`src/rtl/dma_port_pkg.sv`:
```
package dma_port_pkg;
  localparam int CH_NUM = 4;
  localparam int CH_W   = $clog2(CH_NUM);
  localparam int WORD_W = 16;
  localparam int BYTE_W = 8;
  localparam int MODE_W = BYTE_W - CH_W;
  localparam int SEL_W  = 4;

  typedef enum logic [SEL_W-1:0] {
    SEL_CMD     = 4'h8,
    SEL_REQ     = 4'h9,
    SEL_MASK1   = 4'hA,
    SEL_MODE    = 4'hB,
    SEL_PTRCLR  = 4'hC,
    SEL_MCLR    = 4'hD,
    SEL_MASKCLR = 4'hE,
    SEL_MASKALL = 4'hF
  } portSel_e;

  typedef struct packed {
    logic [CH_W-1:0] ch;
    logic hiByte;
    logic selAddr;
    logic selCount;
    logic selStatus;
    logic wrAddr;
    logic wrCount;
    logic rdStatus;
    logic wrCmd;
    logic wrReq;
    logic wrMask1;
    logic wrMode;
    logic clrMasks;
    logic setMasks;
    logic mclr;
  } strobe_t;
endpackage

```
`src/rtl/dma_port_ctrl.sv`:
```
module dma_port_ctrl
  import dma_port_pkg::*;
(
  input  logic             clk,
  input  logic             rstN,
  input  logic             wrEn,
  input  logic             rdEn,
  input  logic [SEL_W-1:0] sel,
  output strobe_t          strb,
  output logic             engineClear
);
  logic ptr;
  logic wrAct, rdAct, isRegPort, ptrClr;

  assign wrAct     = wrEn;
  assign rdAct     = rdEn & ~wrEn;
  assign isRegPort = ~sel[SEL_W-1];
  assign ptrClr    = wrAct & (sel == SEL_PTRCLR);

  always_comb begin
    strb           = '0;
    strb.ch        = sel[CH_W:1];
    strb.hiByte    = ptr;
    strb.selAddr   = isRegPort & ~sel[0];
    strb.selCount  = isRegPort & sel[0];
    strb.selStatus = (sel == SEL_CMD);
    strb.wrAddr    = wrAct & strb.selAddr;
    strb.wrCount   = wrAct & strb.selCount;
    strb.rdStatus  = rdAct & strb.selStatus;
    strb.wrCmd     = wrAct & (sel == SEL_CMD);
    strb.wrReq     = wrAct & (sel == SEL_REQ);
    strb.wrMask1   = wrAct & (sel == SEL_MASK1);
    strb.wrMode    = wrAct & (sel == SEL_MODE);
    strb.clrMasks  = wrAct & (sel == SEL_MASKCLR);
    strb.setMasks  = wrAct & (sel == SEL_MASKALL);
    strb.mclr      = wrAct & (sel == SEL_MCLR);
  end

  always_ff @(posedge clk or negedge rstN) begin
    if (!rstN) begin
      ptr         <= 1'b0;
      engineClear <= 1'b0;
    end else begin
      engineClear <= strb.mclr;
      if (strb.mclr || ptrClr)
        ptr <= 1'b0;
      else if ((wrAct || rdAct) && isRegPort)
        ptr <= ~ptr;
    end
  end
endmodule

```
`src/rtl/dma_port_data.sv`:
```
module dma_port_data
  import dma_port_pkg::*;
(
  input  logic                     clk,
  input  logic                     rstN,
  input  strobe_t                  strb,
  input  logic [BYTE_W-1:0]        wrData,
  input  logic [CH_NUM-1:0]        hwReq,
  input  logic [CH_NUM-1:0]        tcSet,
  input  logic [CH_NUM-1:0]        curLoad,
  input  logic [WORD_W-1:0]        curAddrIn,
  input  logic [WORD_W-1:0]        curCountIn,
  output logic [BYTE_W-1:0]        rdData,
  output logic [CH_NUM*WORD_W-1:0] baseAddr,
  output logic [CH_NUM*WORD_W-1:0] curAddr,
  output logic [CH_NUM*WORD_W-1:0] baseCount,
  output logic [CH_NUM*WORD_W-1:0] curCount,
  output logic [CH_NUM*MODE_W-1:0] modeOut,
  output logic [CH_NUM-1:0]        maskOut,
  output logic [CH_NUM-1:0]        swReq,
  output logic [BYTE_W-1:0]        cmdOut,
  output logic [CH_NUM-1:0]        tcFlags
);
  localparam int HALF = WORD_W / 2;

  logic [WORD_W-1:0] baseA [CH_NUM];
  logic [WORD_W-1:0] curA  [CH_NUM];
  logic [WORD_W-1:0] baseC [CH_NUM];
  logic [WORD_W-1:0] curC  [CH_NUM];
  logic [MODE_W-1:0] modeR [CH_NUM];
  logic [CH_W-1:0]   cmdCh;

  assign cmdCh = wrData[CH_W-1:0];

  for (genvar g = 0; g < CH_NUM; g++) begin : g_chan
    logic hitAddr, hitCount;
    assign hitAddr  = strb.wrAddr  && (strb.ch == CH_W'(g));
    assign hitCount = strb.wrCount && (strb.ch == CH_W'(g));

    always_ff @(posedge clk or negedge rstN) begin
      if (!rstN) begin
        baseA[g] <= '0;
        curA[g]  <= '0;
        baseC[g] <= '0;
        curC[g]  <= '0;
        modeR[g] <= '0;
      end else begin
        if (hitAddr) begin
          if (strb.hiByte) begin
            baseA[g][WORD_W-1:HALF] <= wrData;
            curA[g][WORD_W-1:HALF]  <= wrData;
          end else begin
            baseA[g][HALF-1:0] <= wrData;
            curA[g][HALF-1:0]  <= wrData;
          end
        end else if (curLoad[g]) begin
          curA[g] <= curAddrIn;
        end
        if (hitCount) begin
          if (strb.hiByte) begin
            baseC[g][WORD_W-1:HALF] <= wrData;
            curC[g][WORD_W-1:HALF]  <= wrData;
          end else begin
            baseC[g][HALF-1:0] <= wrData;
            curC[g][HALF-1:0]  <= wrData;
          end
        end else if (curLoad[g]) begin
          curC[g] <= curCountIn;
        end
        if (strb.wrMode && cmdCh == CH_W'(g))
          modeR[g] <= wrData[BYTE_W-1:CH_W];
      end
    end

    assign baseAddr[g*WORD_W +: WORD_W]  = baseA[g];
    assign curAddr[g*WORD_W +: WORD_W]   = curA[g];
    assign baseCount[g*WORD_W +: WORD_W] = baseC[g];
    assign curCount[g*WORD_W +: WORD_W]  = curC[g];
    assign modeOut[g*MODE_W +: MODE_W]   = modeR[g];
  end

  always_ff @(posedge clk or negedge rstN) begin
    if (!rstN) begin
      maskOut <= '1;
      swReq   <= '0;
      cmdOut  <= '0;
      tcFlags <= '0;
    end else if (strb.mclr) begin
      maskOut <= '1;
      swReq   <= '0;
      cmdOut  <= '0;
      tcFlags <= '0;
    end else begin
      if (strb.wrCmd) cmdOut <= wrData;
      if (strb.clrMasks)
        maskOut <= '0;
      else if (strb.setMasks)
        maskOut <= wrData[CH_NUM-1:0];
      else if (strb.wrMask1)
        maskOut[cmdCh] <= wrData[CH_W];
      for (int i = 0; i < CH_NUM; i++) begin
        if (strb.wrReq && cmdCh == CH_W'(i))
          swReq[i] <= wrData[CH_W];
        else if (tcSet[i])
          swReq[i] <= 1'b0;
      end
      tcFlags <= (strb.rdStatus ? '0 : tcFlags) | tcSet;
    end
  end

  always_comb begin
    rdData = '0;
    if (strb.selAddr)
      rdData = strb.hiByte ? curA[strb.ch][WORD_W-1:HALF] : curA[strb.ch][HALF-1:0];
    else if (strb.selCount)
      rdData = strb.hiByte ? curC[strb.ch][WORD_W-1:HALF] : curC[strb.ch][HALF-1:0];
    else if (strb.selStatus)
      rdData = {swReq | hwReq, tcFlags};
  end
endmodule

```
`src/rtl/dma_reg_port.sv`:
```
module dma_reg_port
  import dma_port_pkg::*;
(
  input  logic                     clk,
  input  logic                     rstN,
  input  logic                     wrEn,
  input  logic                     rdEn,
  input  logic [SEL_W-1:0]         sel,
  input  logic [BYTE_W-1:0]        wrData,
  output logic [BYTE_W-1:0]        rdData,
  input  logic [CH_NUM-1:0]        hwReq,
  input  logic [CH_NUM-1:0]        tcSet,
  input  logic [CH_NUM-1:0]        curLoad,
  input  logic [WORD_W-1:0]        curAddrIn,
  input  logic [WORD_W-1:0]        curCountIn,
  output logic [CH_NUM*WORD_W-1:0] baseAddr,
  output logic [CH_NUM*WORD_W-1:0] curAddr,
  output logic [CH_NUM*WORD_W-1:0] baseCount,
  output logic [CH_NUM*WORD_W-1:0] curCount,
  output logic [CH_NUM*MODE_W-1:0] modeOut,
  output logic [CH_NUM-1:0]        maskOut,
  output logic [CH_NUM-1:0]        swReq,
  output logic [BYTE_W-1:0]        cmdOut,
  output logic                     engineClear
);
  strobe_t           strb;
  logic              hiByte;
  logic [CH_NUM-1:0] tcFlags;

  assign hiByte = strb.hiByte;

  dma_port_ctrl u_ctrl (
    .clk(clk), .rstN(rstN), .wrEn(wrEn), .rdEn(rdEn), .sel(sel),
    .strb(strb), .engineClear(engineClear)
  );

  dma_port_data u_data (
    .clk(clk), .rstN(rstN), .strb(strb), .wrData(wrData), .hwReq(hwReq),
    .tcSet(tcSet), .curLoad(curLoad), .curAddrIn(curAddrIn),
    .curCountIn(curCountIn), .rdData(rdData), .baseAddr(baseAddr),
    .curAddr(curAddr), .baseCount(baseCount), .curCount(curCount),
    .modeOut(modeOut), .maskOut(maskOut), .swReq(swReq), .cmdOut(cmdOut),
    .tcFlags(tcFlags)
  );
endmodule

```
`config.mk`:
```
export PLATFORM = sky130hd
export DESIGN_NAME = dma_reg_port
export DESIGN_NICKNAME = d
export VERILOG_FILES = /design/src/rtl/dma_port_pkg.sv /design/src/rtl/dma_port_ctrl.sv /design/src/rtl/dma_port_data.sv /design/src/rtl/dma_reg_port.sv
export SDC_FILE = /design/constraint.sdc
export NUM_CORES = 1
export LEC_CHECK = 0
export BUFFER_PORTS_ARGS = -buffer_cell sky130_fd_sc_hd__buf_2
export CAP_MARGIN = 15
export CORE_MARGIN = 2
export CORE_UTILIZATION = 25
export DETAILED_ROUTE_END_ITERATION = 7
export GPL_ROUTABILITY_DRIVEN = 0
export PLACE_DENSITY = 0.53
export SLEW_MARGIN = 20
export SYNTH_ARGS = -nofsm -noshare
export SYNTH_HDL_FRONTEND = slang
export SYNTH_SLANG_ARGS = --single-unit
```
`constraint.sdc`:
```
create_clock -name clk -period 4.59 [get_ports clk]
set_clock_uncertainty 0.15 [all_clocks]
set_input_delay 0 -clock clk [delete_from_list [all_inputs] [get_ports clk]]
set_output_delay 0 -clock clk [all_outputs]
set_load 0.05 [all_outputs]
```
---- After elaboration in Yosys (flattened, before gate mapping) ----
Cells that the tools add are included.
storage, ports and cells
  bits in registers ....................... 302
  bits of input ports ..................... 60
  output and inout port bits .............. 305
  logic and storage cells ................. 219
cells by class
  magnitude comparators ................... 3
  equality and inequality tests ........... 30
  mux-type cells .......................... 51
  bitwise operators ....................... 21
  reductions and logical operators ........ 69
operators with widths
  operator              number
  $mux W16              20
  $mux W8               9
  $bmux W16 S2          2
  $reduce_and A2 Y1     32
  $eq A4 B4 Y1 const B  8
  $ne A2 B2 Y1 const B  16
  $mux W4               7
  $reduce_bool A2 Y1    10
  $logic_and A1 B1 Y1   18
  $and A1 B1 Y1         14
  $reduce_bool A3 Y1    4
  $mux W1               11
  $eq A2 B2 Y1 const B  4
  $or A4 B4 Y4          2
  $bwmux W4             1
  $eq A2 B1 Y1 const B  2
  $logic_not A2 Y1      2
  $not A1 Y1            4
  $reduce_bool A4 Y1    1
  $ge A3 B3 Y1 const B  1
  $lt A2 B3 Y1 const B  1
  $not A2 Y3            1
  $demux W1 S2          1
  $ge A2 B1 Y1 const B  1
  $logic_or A1 B1 Y1    2

---- Longest topological paths before layout ----
Gate-level depths: netlist of the first run.
  depth after elaboration ................. 9
  depth in mapped cells ................... 8
  depth with buffers taken out ............ 4

---- Modules after synthesis ----
Synthesis of the first run repeated with hierarchy kept, for this count alone.
second synthesis, totals
  cell total of the unflattened synthesis .. 1033
  area, all modules ....................... 14168.6 um^2
modules (own cells, without submodules)
  module         times used  cells each  area an instance (um^2)  seq. area each (um^2)
  dma_port_data  1           1004        13930.9                  7512.2
  dma_port_ctrl  1           29          237.7                    50.0

---- Worst setup path before layout of the first run ----
No wires, ideal clock.
  kind .................................... register to output
  from .................................... register u_data.curA (netlist bit u_data.curAddr[22])
  to ...................................... output rdData[6]
  data arrival time ....................... 2.294 ns
  data required time ...................... 4.440 ns
  setup slack ............................. 2.146 ns
  stages on the path, launching flop included .. 5
  buffers on the path ..................... 0
  cells stage by stage .................... dfrtp_1 -> mux4_2 -> and2_1 -> a211oi_1 -> a221oi_1
between the ends
  cells in the longest elaborated chain, start to end .. 5
ends and longest elaborated chain
  element                            line                  source
  from (decl)                        dma_port_data.sv:27   logic [WORD_W-1:0] curA [CH_NUM];
  from (signal, indexed assignment)  dma_port_data.sv:51   curA[g][WORD_W-1:HALF] <= wrData;
  from (signal, indexed assignment)  dma_port_data.sv:54   curA[g][HALF-1:0] <= wrData;
  from (signal, indexed assignment)  dma_port_data.sv:57   curA[g] <= curAddrIn;
  $bmux W16 S2                       dma_port_data.sv:114  rdData = strb.hiByte ? curA[strb.ch][WORD_W-1:HALF] : curA[strb.ch][HALF-1:0];
  $mux W16 (2 in series)             -
  $mux W8                            dma_port_data.sv:114
  $mux W8                            dma_port_data.sv:113  if (strb.selAddr)
  to (decl)                          dma_reg_port.sv:10    output logic [BYTE_W-1:0] rdData,
Every way passes these cells. The select of a mux whose other input is x is not followed.

---- Final worst setup path of the first run ----
  from .................................... input sel[2]
  to ...................................... output rdData[2]
between the ends
  cells in the longest elaborated chain, start to end .. 7
  elaborated cells between the ends (all ways) .. 13
  those cells by class .................... 1 x eq/ne; 11 x mux; 1 x bitwise
ends and longest elaborated chain
  element                                       line                                        source
  from (decl)                                   dma_reg_port.sv:8                           input logic [SEL_W-1:0] sel,
  $not A2 Y3 (not written as such)              dma_port_data.sv:114, dma_port_data.sv:116
  $bmux W16 S2                                  dma_port_data.sv:116                        rdData = strb.hiByte ? curC[strb.ch][WORD_W-1:HALF] : curC[strb.ch][HALF-1:0];
  $mux W16 (not written as such) (2 in series)  dma_port_data.sv:116
  $mux W8                                       dma_port_data.sv:116
  $mux W8                                       dma_port_data.sv:115                        else if (strb.selCount)
  $mux W8 (*)                                   dma_port_data.sv:113
Mark *: on every way between the ends. The rest lies on a longest branch, timed or not. The select of a mux whose other input is x is not followed.

==> flow_summary_export.csv, run 1 <==
group,metric,value,unit
die,coreArea,52450,um^2
worst_setup_path,crit_cells,8,
grt,grt_pass1_vias,11370,
detailed_routing,routed_wl,60.56,mm
synth,synth_seq_cells,302,
synth,synth_top_family_by_area,"compound AO/OA/AOI/OAI gates",
synth,synth_xor_area_share,0,%
pwr,ir_drop,0.0002201,V
final_layout,nNetsFinal,1541,
final_layout,post-route-util,33.43,%
worst_setup_path,timing.rr.start,"u_ctrl.ptr",
grt,overflow,0,
pwr,p_clk_share,29.4,%
hold_path,worstHoldStart,"curLoad[2]",
pwr,pwr-share-comb,35.0,%
worst_setup_path,critPathRequiredTime,4440,ps
detailed_routing,first_pass_iters,8,
pwr,p_sw_share,42.07,%
die,start_util,25.25,%
pwr,p_leak,9.104,nW
run_status,status,"completed",
clock_network,clock_sinks,302,
sta,finalSetupViolations,0,
worst_setup_path,worst_path_largest_cell_delay,670,ps
synth,synth-simple-area-share,10.85,%
final_layout,multiInputGateArea,5335,um^2
worst_setup_path,cp_max_fo,36,
worst_setup_path,cp_data_arrival_time,3460,ps
worst_setup_path,path_buf_inv,4,
sta,period_needed,3606,ps
clock_network,post_cts_buffers,0,
synth,syn-mean-instance-area,12.39,um^2
final_layout,nFillCells,5241,
hold_path,holdPathEnd,"u_data.curCount[47]",
worst_setup_path,r2r_cells,6,
sta,slew_viol_final,0,
sta,slew_headroom,34.82,%
worst_setup_path,reg2reg_slack,1790,ps
clock_network,cts.path.max_buffers,3,
die,dieArea,54830,um^2
hold_path,hold_depth,3,
placed_design,port_buffers,364,
clock_network,holdBufCountCts,65,
synth,async_flop_share,100.0,%
pwr,power.internal,5.692,mW
synth,yosysMostFrequentCell,"dfrtp_1",
synth,synth_flop_cell,"dfrtp_1",
synth,synth_compound_area_share,19.86,%
pwr,power_density,560.4,nW/um^2
final_layout,drive_above_1_share,35.00,%
synth,syn_area,13240,um^2
die,ios,365,
synth,yosys-top-cells-area,"dfrtp_1 56%, a221o_1 8.9%, a21o_1 6.3%, mux4_2 3.6%, mux2_2 3.5%",
clock_network,cts_root_buf,"clkbuf_16",
clock_network,htree_levels,2,
clock_network,post_cts_resize_count,0,
synth,yosys.area.top_type_share,56.31,%
worst_setup_path,slowest_stage,"buf_4",
detailed_routing,via_per_inst,5.253,
synth,yosysUniqueCellTypes,55,
synth,synth-adder-area-share,0,%
worst_setup_path,crit_family,"buffers and inverters",
sta,fin_crit_sh,78.57,%
die,rows,84,
detailed_routing,drcViolationCount,0,
sta,setup_tns,0,ps
worst_setup_path,reg2reg_to,"u_data.curCount[28]",
clock_network,numCtsBuffers,35,
job,drv_cap,0,
worst_setup_path,path_class,"input port to output port",
clock_network,cts_tree,"yes",
grt,antenna_found_initial,2,
grt,grt_max_degree,101,
sta,hold_violations,0,
pwr,pwr-share-seq,35.5,%
sta,rsz0062_at_grt,"false",
synth,ys_seq_area_share,57.10,%
synth,ys_warn_count,0,
die,die_width,234.2,um
detailed_routing,wire_per_inst,27.61,um
synth,synth.mux.area_fraction,9.551,%
synth,yosys.area.top_type,"dfrtp_1",
sta,fmax,0.2773,GHz
detailed_routing,ant_nets,0,
detailed_routing,drt_iter0_markers,841,
synth,netlist_instances,1069,
worst_setup_path,crit_chain,"dlygate4sd3_1, buf_2, buf_4, mux2i_1, a221oi_1, o21ai_0, a31oi_1, buf_2",
synth,synth_common_cells,"298 x dfrtp_1, 118 x a221o_1, 117 x nor2_1",
worst_setup_path,cp-end-kind,"output port",
synth,syn_nets,1129,
pwr,p_sw,4.133,mW
placed_design,dpl.hpwl,44.99,mm
detailed_routing,dr_total_vias,11520,
grt,grt.total_usage,21.51,%
worst_setup_path,cp-start-kind,"input port",
hold_path,min_path_type,"input port to flop",
worst_setup_path,cpMostUsedCell,"buf_2",
clock_network,path_clk_slew,60,ps
final_layout,area_growth,32.38,%
final_layout,regArea,7562,um^2
die,die_h,234.2,um
synth,synth_edf_count,0,
clock_network,clk_latency,550,ps
sta,worst_pin_slew,976.6,ps
grt,grt_pass1_wl,83.81,mm
[flip-flops by register name, indices dropped and copies added (netlist names)]
signal and count:
u_data.baseAddr 64, u_data.curAddr 64, u_data.curCount 64, u_ctrl.engineClear 1, u_data.baseCount 64, u_data.tcFlags 4
u_data.swReq 4, u_ctrl.ptr 1, u_data.cmdOut 8, u_data.modeOut 24, u_data.maskOut 4
[through the flow]
step           setup WS, ps  power (mW)  instance area, um^2  hold slack [ps]  instances
2_1_floorplan          2146       5.834                13240           -445.6       1069
3_5_place_dp           1593       6.941                15710           -48.75       2067
6_report              983.8       9.825                17530            92.55       2193
4_1_cts                1040       9.910                17530            61.71       2191
5_1_grt               905.1       10.16                17530            91.62       2192
3_3_place_gp           1618       6.918                15710           -57.99       2067
[cell families after synthesis]
family                 count (synthesis)
AO/OA/AOI/OAI                        316
buffers and inverters                 69
flip-flops                           302
multiplexers                          95
AND/OR/NAND/NOR                      287
[power by group through the flow]
stage | clock, mW | sequential, mW | combinational [mW]
after floorplan | 0 | 5.09 | 0.740
after global placement | 0 | 3.52 | 3.39
after detailed placement | 0 | 3.53 | 3.41
after CTS | 2.96 | 3.49 | 3.46
after global routing | 3.04 | 3.54 | 3.58
final | 2.89 | 3.49 | 3.44
[tightest hold or removal path, stage by stage]
cell and delay, ps:
buf_2 180, o21ai_2 190, a221o_1 380
[routing by layer]
layer	vias up	GRT usage, %	routed length [um]
li1	4896	-	-
met1	5952	28.28	25260
met2	562	32.25	26820
met3	107	6.797	5910
met4	2	9.810	2556
met5	-	0	13
[layout make-up]
class | count | share of cell area, %
repair buffers | 440 | 14.83
clock inverters | 9 | 0.8635
clock buffers | 50 | 5.717
well taps | 688 | 4.910
flip-flops and latches | 302 | 43.13
multi-input cells | 698 | 30.43
inverters | 4 | 0.08564
diodes | 2 | 0.02855
[how the worst max path moves through the flow]
| stage | startpoint | end | slack (ps) |
|---|---|---|---|
| finish | sel[2] | rdData[2] | 980 |
| global route | sel[2] | rdData[2] | 910 |
| CTS | sel[2] | rdData[3] | 1040 |
| detailed placement | sel[1] | u_data.curCount[27] | 1590 |
| global placement | sel[2] | rdData[3] | 1620 |
| floorplan | u_data.curAddr[22] | rdData[6] | 2150 |
[cell usage in the layout, fill, tap and decap left out, types with 5 or more instances in the layout]
| cell type | netlist | layout |
|---|---|---|
| nand4_1 | 6 | 6 |
| nand3_1 | 10 | 10 |
| nor2b_1 | 12 | 12 |
| o21ai_0 | 12 | 12 |
| a22o_1 | 18 | 18 |
| mux4_2 | 21 | 21 |
| clkbuf_16 | 0 | 35 |
| nor2_1 | 117 | 116 |
| mux2i_1 | 33 | 33 |
| nand3_2 | 7 | 7 |
| nand2_1 | 72 | 72 |
| a21oi_1 | 10 | 10 |
| and2_1 | 8 | 8 |
| clkbuf_8 | 1 | 7 |
| o21ai_1 | 9 | 9 |
| and3_1 | 22 | 22 |
| nor2_2 | 5 | 6 |
| clkbuf_1 | 23 | 8 |
| o21ai_2 | 7 | 7 |
| a221o_1 | 118 | 118 |
| nor3_1 | 5 | 5 |
| dlygate4sd3_1 | 0 | 64 |
| dfrtp_1 | 298 | 298 |
| buf_4 | 4 | 9 |
| a22oi_1 | 12 | 12 |
| mux2_2 | 41 | 41 |
| buf_2 | 28 | 363 |
| a21o_1 | 111 | 111 |
Note: power is estimated with default switching activity, not from simulation.
==> run 2: changes to the inputs <==
Settings changed: ABC_AREA from default to 1, PLACE_DENSITY 0.53 to 0.54.
Clock period 4.59 ns to 2.95 ns, I/O delays scaled along.
==> run 2 against run 1 <==
Net effect:
- critical path depth increased by 5
- sequential power grew 55%
- hold slack improved by 86 ps
- final area rose by 8.8%
- non-clock buffer count grew 52
- clock power rose by 64%
- routed wire length up 6.8%
- power rose by 58%
- sequential share of layout area shrank 3.5 points
- cell count increased by 37%
- register-to-register slack lost 1400 ps
- clock-buffer cell count rose by 10
- critical path type is now input port to flop
- critical endpoint is now u_data.curCount[54]
- largest cell class unchanged
- highest routed layer unchanged
==> flow_summary_export.csv, run 2 <==
group,metric,value,unit
synth,async_flop_share,100.0,%
detailed_routing,via_per_inst,4.814,
synth,yosysUniqueCellTypes,29,
detailed_routing,met1Wirelength,26.35,mm
synth,synth-simple-area-share,26.73,%
synth,ys_warn_count,0,
worst_setup_path,cp-end-kind,"flop",
detailed_routing,first_pass_iters,6,
synth,syn_area,14320,um^2
clock_network,path_clk_slew,60,ps
synth,synth_edf_count,0,
synth,synth_common_cells,"667 x nand2_1, 316 x o21ai_0, 298 x dfrtp_1",
grt,grt_pass1_wl,94.36,mm
die,dieArea,59230,um^2
sta,slew_headroom,31.44,%
pwr,p_clk_share,30.7,%
die,die_h,243.4,um
die,start_util,25.36,%
worst_setup_path,critPathRequiredTime,3290,ps
final_layout,nNetsFinal,2273,
pwr,p_leak,9.847,nW
pwr,pwr-share-comb,34.4,%
placed_design,dpl.hpwl,46.91,mm
detailed_routing,drt_iter0_markers,1231,
synth,synth-adder-area-share,0,%
synth,synth_seq_cells,302,
detailed_routing,wl_met2,29.65,mm
synth,synth_compound_area_share,14.11,%
synth,synth.mux.area_fraction,0,%
synth,ys_seq_area_share,52.79,%
grt,grt.total_usage,21.28,%
sta,fin_crit_sh,95.08,%
clock_network,numCtsBuffers,38,
synth,syn-mean-instance-area,7.980,um^2
grt,antenna_found_initial,6,
sta,hold_violations,0,
detailed_routing,highest_layer,"met5",
detailed_routing,routed_wl,64.65,mm
clock_network,clock_sinks,302,
pwr,p_sw,6.631,mW
sta,rsz0062_at_grt,"false",
final_layout,final_cell_mix,"667 x nand2_1, 363 x buf_2, 316 x o21ai_0, 298 x dfrtp_1, 170 x nand3_1",
clock_network,cts_root_buf,"clkbuf_16",
clock_network,cts.path.max_buffers,3,
final_layout,final_common_cell,"nand2_1",
placed_design,post_dp_cell_area,16840,um^2
sta,slew_viol_final,0,
final_layout,area_growth,33.21,%
clock_network,clk_latency,560,ps
synth,synth_flop_cell,"dfrtp_1",
final_layout,design_area,19080,um^2
die,coreArea,56500,um^2
sta,fmax,0.3565,GHz
synth,synth_xor_area_share,0,%
sta,finalSetupViolations,0,
placed_design,port_buffers,364,
die,rows,87,
sta,setup_tns,0,ps
job,drv_cap,0,
die,ios,365,
run_status,status,"completed",
grt,overflow,0,
detailed_routing,wire_per_inst,21.55,um
grt,grt_pass1_vias,14380,
clock_network,cts_tree,"yes",
synth,yosys.area.top_type_share,52.06,%
synth,yosys.area.top_type,"dfrtp_1",
synth,synth_top_family_by_area,"simple AND/OR/NAND/NOR gates",
final_layout,drive_above_1_share,23.09,%
sta,period_needed,2805,ps
pwr,power_density,811.2,nW/um^2
synth,syn_nets,1855,
synth,netlist_instances,1795,
hold_path,min_path_type,"input port to flop",
pwr,power.internal,8.848,mW
worst_setup_path,cp_max_fo,25,
worst_setup_path,slowest_stage,"dlygate4sd3_1",
synth,yosys-top-cells-area,"dfrtp_1 52%, nand2_1 17%, o21ai_0 11%, nand3_1 5.9%, inv_1 2.3%",
worst_setup_path,path_buf_inv,6,
worst_setup_path,crit_chain,"dlygate4sd3_1, buf_2, inv_2, nor2_8, nand2_8, nor2_4, buf_4, nand2_1, o21ai_0, dlygate4sd3_1, nand2_1, nand2_1, dlygate4sd3_1",
detailed_routing,route.met3.wl,5.322,mm
pwr,pwr-share-seq,35.0,%
worst_setup_path,worst_path_largest_cell_delay,580,ps
detailed_routing,ant_nets,0,
detailed_routing,drcViolationCount,0,
clock_network,htree_levels,2,
worst_setup_path,cp-start-kind,"input port",
worst_setup_path,crit_family,"buffers and inverters",
worst_setup_path,path_class,"input port to flop",
die,die_width,243.4,um
sta,worst_pin_slew,1028,ps
grt,grt_max_degree,72,
clock_network,post_cts_buffers,0,
detailed_routing,dr_total_vias,14440,
worst_setup_path,cp_data_arrival_time,3150,ps
synth,yosysMostFrequentCell,"nand2_1",
pwr,p_sw_share,42.84,%
pwr,ir_drop,0.0004666,V
[run 2: cell type report]
class,count,area (um^2)
antenna,1,2.502
clock buffer,60,1177
clock inverter,10,90.09
fill,5959,37410
inverter,95,356.6
multi-input combinational,1284,5864
sequential,302,7562
tap,756,945.9
timing repair buffer,492,3083
[run 2: metrics by stage]
stage	utilization [%]	hold WS, ps	power (mW)	std cells	worst slack (ps)
floorplan	-	-445.6	9.045	1795	1249
global placement	29.81	-91.26	10.63	2834	678.1
detailed placement	29.81	-83.51	10.67	2834	640.6
CTS	33.75	168.4	15.62	2998	126.6
global route	33.77	188.6	16.12	2999	5.564
finish	33.78	178.7	15.48	3000	145.2
[run 2: logic make-up (layout without fill, tap and decap cells)]
| logic type | count (synthesis) | after routing |
|---|---|---|
| buffers and inverters | 210 | 657 |
| AOI/OAI and AO/OA | 388 | 388 |
| DFF | 302 | 302 |
| and+or+nand+nor | 895 | 896 |
| other | 0 | 1 |
[run 2: power groups by stage]
| stage | clock (mW) | sequential [mW] | combinational, mW |
|---|---|---|---|
| 2_1_floorplan | 0 | 7.91 | 1.13 |
| 3_3_place_gp | 0 | 5.45 | 5.18 |
| 3_5_place_dp | 0 | 5.46 | 5.21 |
| 4_1_cts | 4.87 | 5.41 | 5.34 |
| 5_1_grt | 5.01 | 5.49 | 5.63 |
| 6_report | 4.75 | 5.41 | 5.32 |
[run 2: path summary, 6_finish.rpt]
check	slack, ps	from	endpoint	depth (start not counted)
setup reg to reg	350	u_ctrl.ptr	u_data.curAddr[53]	6
min in group asynchronous	480	rstN	u_data.maskOut[3]	3
hold reg to reg	330	u_data.maskOut[2]	u_data.maskOut[2]	2
max in group asynchronous	1690	rstN	u_data.curAddr[16]	4
setup / recovery	150	sel[0]	u_data.curCount[54]	13
hold / removal	180	tcSet[3]	u_data.swReq[3]	5
[run 2: worst register-to-register path, cell delays in order, from the launching register on]
cell	delay (ps)
dfrtp_1	380
inv_2	480
nand2_2	460
nand2_1	390
nand2_1	90
nand2_1	60
dlygate4sd3_1	540
[run 2: timing repair]
action                                  CTS  global route
hold buffers                             94             0
hold endpoints to repair                451             0
resized for setup                         0             1
endpoints found under the setup margin    0             6
[run 2: routing by layer]
| metal | GRT usage (%) | vias up |
|---|---|---|
| met3 | 6.081 | 171 |
| li1 | - | 6701 |
| met4 | 10.01 | 10 |
| met1 | 26.52 | 6950 |
| met5 | 0 | - |
| met2 | 33.95 | 609 |
==> run 3: changes to the inputs <==
Settings changed: CORE_ASPECT_RATIO from default to 1.4, PLACE_DENSITY 0.54 to 0.53.
Clock period 2.95 ns to 3.27 ns, I/O delays scaled along.
==> run 3 against run 2 <==
Net effect:
- flip-flop and latch count is the same
- final area shrank 0.63%
- register-to-register slack about the same
- cell count shrank 1.4%
- sequential share of layout area grew 0.25 points
- clock-buffer cell count is 9 lower
- global-route usage is essentially flat
- power shrank 9.1%
- largest power group unchanged
==> flow_summary_export.csv, run 3 (same netlist as run 2, synthesis figures left out) <==
group,metric,value,unit
worst_setup_path,path_class,"input port to flop",
pwr,ir_drop,0.0004325,V
die,rows,103,
sta,slew_headroom,26.71,%
die,ios,365,
hold_path,worstHoldStart,"sel[2]",
clock_network,htree_levels,2,
sta,hold_violations,0,
grt,antenna_found_initial,2,
sta,rsz0062_at_grt,"false",
sta,hold_ws,111.5,ps
placed_design,dpl.hpwl,47.59,mm
clock_network,cts_tree,"yes",
sta,slew_viol_final,0,
run_status,status,"completed",
die,coreArea,56580,um^2
placed_design,port_buffers,364,
final_layout,diodes,0,
grt,grt_max_degree,83,
placed_design,place_inst,2807,
die,die_h,287.2,um
worst_setup_path,cp-start-kind,"input port",
job,drv_cap,0,
sta,fin_crit_sh,97.03,%
final_layout,area_growth,32.37,%
worst_setup_path,timing.rr.start,"u_ctrl.ptr",
final_layout,nNetsFinal,2259,
clock_network,numCtsBuffers,35,
hold_path,min_path_type,"input port to flop",
grt,grt_pass1_vias,14090,
final_layout,final_common_cell,"nand2_1",
die,start_util,25.32,%
hold_path,hold_depth,5,
clock_network,cts.path.max_buffers,3,
detailed_routing,drt_iter0_markers,1155,
pwr,p_leak,9.799,nW
sta,setup_tns,0,ps
clock_network,clk_latency,550,ps
detailed_routing,wire_per_inst,21.82,um
pwr,power_density,741.9,nW/um^2
detailed_routing,drcViolationCount,0,
grt,grt_pass1_wl,92.81,mm
grt,grt.total_usage,21.31,%
clock_network,clock_sinks,302,
worst_setup_path,crit_start,"sel[0]",
sta,period_needed,3173,ps
detailed_routing,ant_nets,0,
sta,fmax,0.3152,GHz
grt,overflow,0,
clock_network,cts_root_buf,"clkbuf_16",
detailed_routing,first_pass_iters,6,
worst_setup_path,cp_max_fo,9,
final_layout,drive_above_1_share,23.02,%
detailed_routing,routed_wl,64.56,mm
sta,finalSetupViolations,0,
detailed_routing,via_per_inst,4.849,
die,die_width,206.3,um
worst_setup_path,cp_data_arrival_time,3500,ps
die,dieArea,59260,um^2
worst_setup_path,r2r_cells,8,
worst_setup_path,cp-end-kind,"flop",
final_layout,final_cell_mix,"667 x nand2_1, 362 x buf_2, 316 x o21ai_0, 298 x dfrtp_1, 170 x nand3_1",
worst_setup_path,critPathRequiredTime,3590,ps
detailed_routing,dr_total_vias,14350,
sta,worst_pin_slew,1099,ps
final_layout,stdcell_count,2959,
clock_network,path_clk_slew,60,ps
[run 3: cell count changes in the layout (fill, tap and decap cells not counted), moves of 3 or more]
cell	delta
bufinv_16	+5
clkbuf_1	-5
buf_4	-3
clkinv_2	-3
dlygate4sd3_1	-8
clkbuf_16	-4
[run 3: power by group]
| part | internal [mW] | switching, mW | leakage (nW) |
|---|---|---|---|
| clock network | 2.73 | 1.68 | 0.620 |
| registers | 4.40 | 0.481 | 3.81 |
| logic | 1.01 | 3.78 | 5.37 |
[run 3: metal layers]
metal | part of all wire [%] | routed length, um | GRT usage, % | up-vias
met2 | 48 | 31050 | 35.42 | 665
met1 | 39 | 25200 | 25.98 | 6886
met4 | 5.7 | 3702 | 11.48 | 4
li1 | - | - | - | 6636
met5 | 0.034 | 22 | 0 | -
met3 | 7.1 | 4588 | 3.991 | 157
[run 3: layout make-up]
class,count,area (um^2)
Clock buffer,51,1059
Clock inverter,11,220.2
Fill cell,5985,37610
Inverter,95,356.6
Multi-Input combinational cell,1284,5862
Sequential cell,302,7562
Tap cell,735,919.6
Timing Repair Buffer,481,2983
[run 3: path summary, 6_finish.rpt]
path	endpoint	slack [ps]
max	u_data.curCount[38]	100
min	u_data.maskOut[0]	110
max reg2reg	u_data.curCount[38]	340
min reg2reg	u_data.maskOut[2]	320
max in group asynchronous	u_data.curAddr[9]	2010
min in group asynchronous	u_data.maskOut[3]	520
[run 3: metrics by stage]
step | instance area, um^2 | util [%] | setup slack (ps) | total power, mW
2_1_floorplan | 14330 | - | 1569 | 8.160
3_3_place_gp | 16770 | 29.64 | 522.1 | 9.607
3_5_place_dp | 16770 | 29.64 | 522.4 | 9.638
4_1_cts | 18930 | 33.45 | 107.6 | 14.20
5_1_grt | 18960 | 33.52 | 10.72 | 14.66
6_report | 18960 | 33.52 | 96.99 | 14.07
[run 3: critical path, cell delays in order]
cell and delay, ps:
dlygate4sd3_1 560, clkbuf_4 250, inv_2 100, nor2_8 190
nand2_8 150, nor2_8 230, nand2_1 110, o21ai_0 100
dlygate4sd3_1 570, nand2_1 40, dlygate4sd3_1 550, nand2_1 70
dlygate4sd3_1 560
[run 3: repair_timing]
| action | in CTS | in global routing |
|---|---|---|
| hold buffers | 86 | 0 |
| hold endpoints to repair | 451 | 0 |
| endpoints found under the setup margin | 0 | 1 |
| buffers inserted | 0 | 3 |
| gates resized for setup | 0 | 1 |
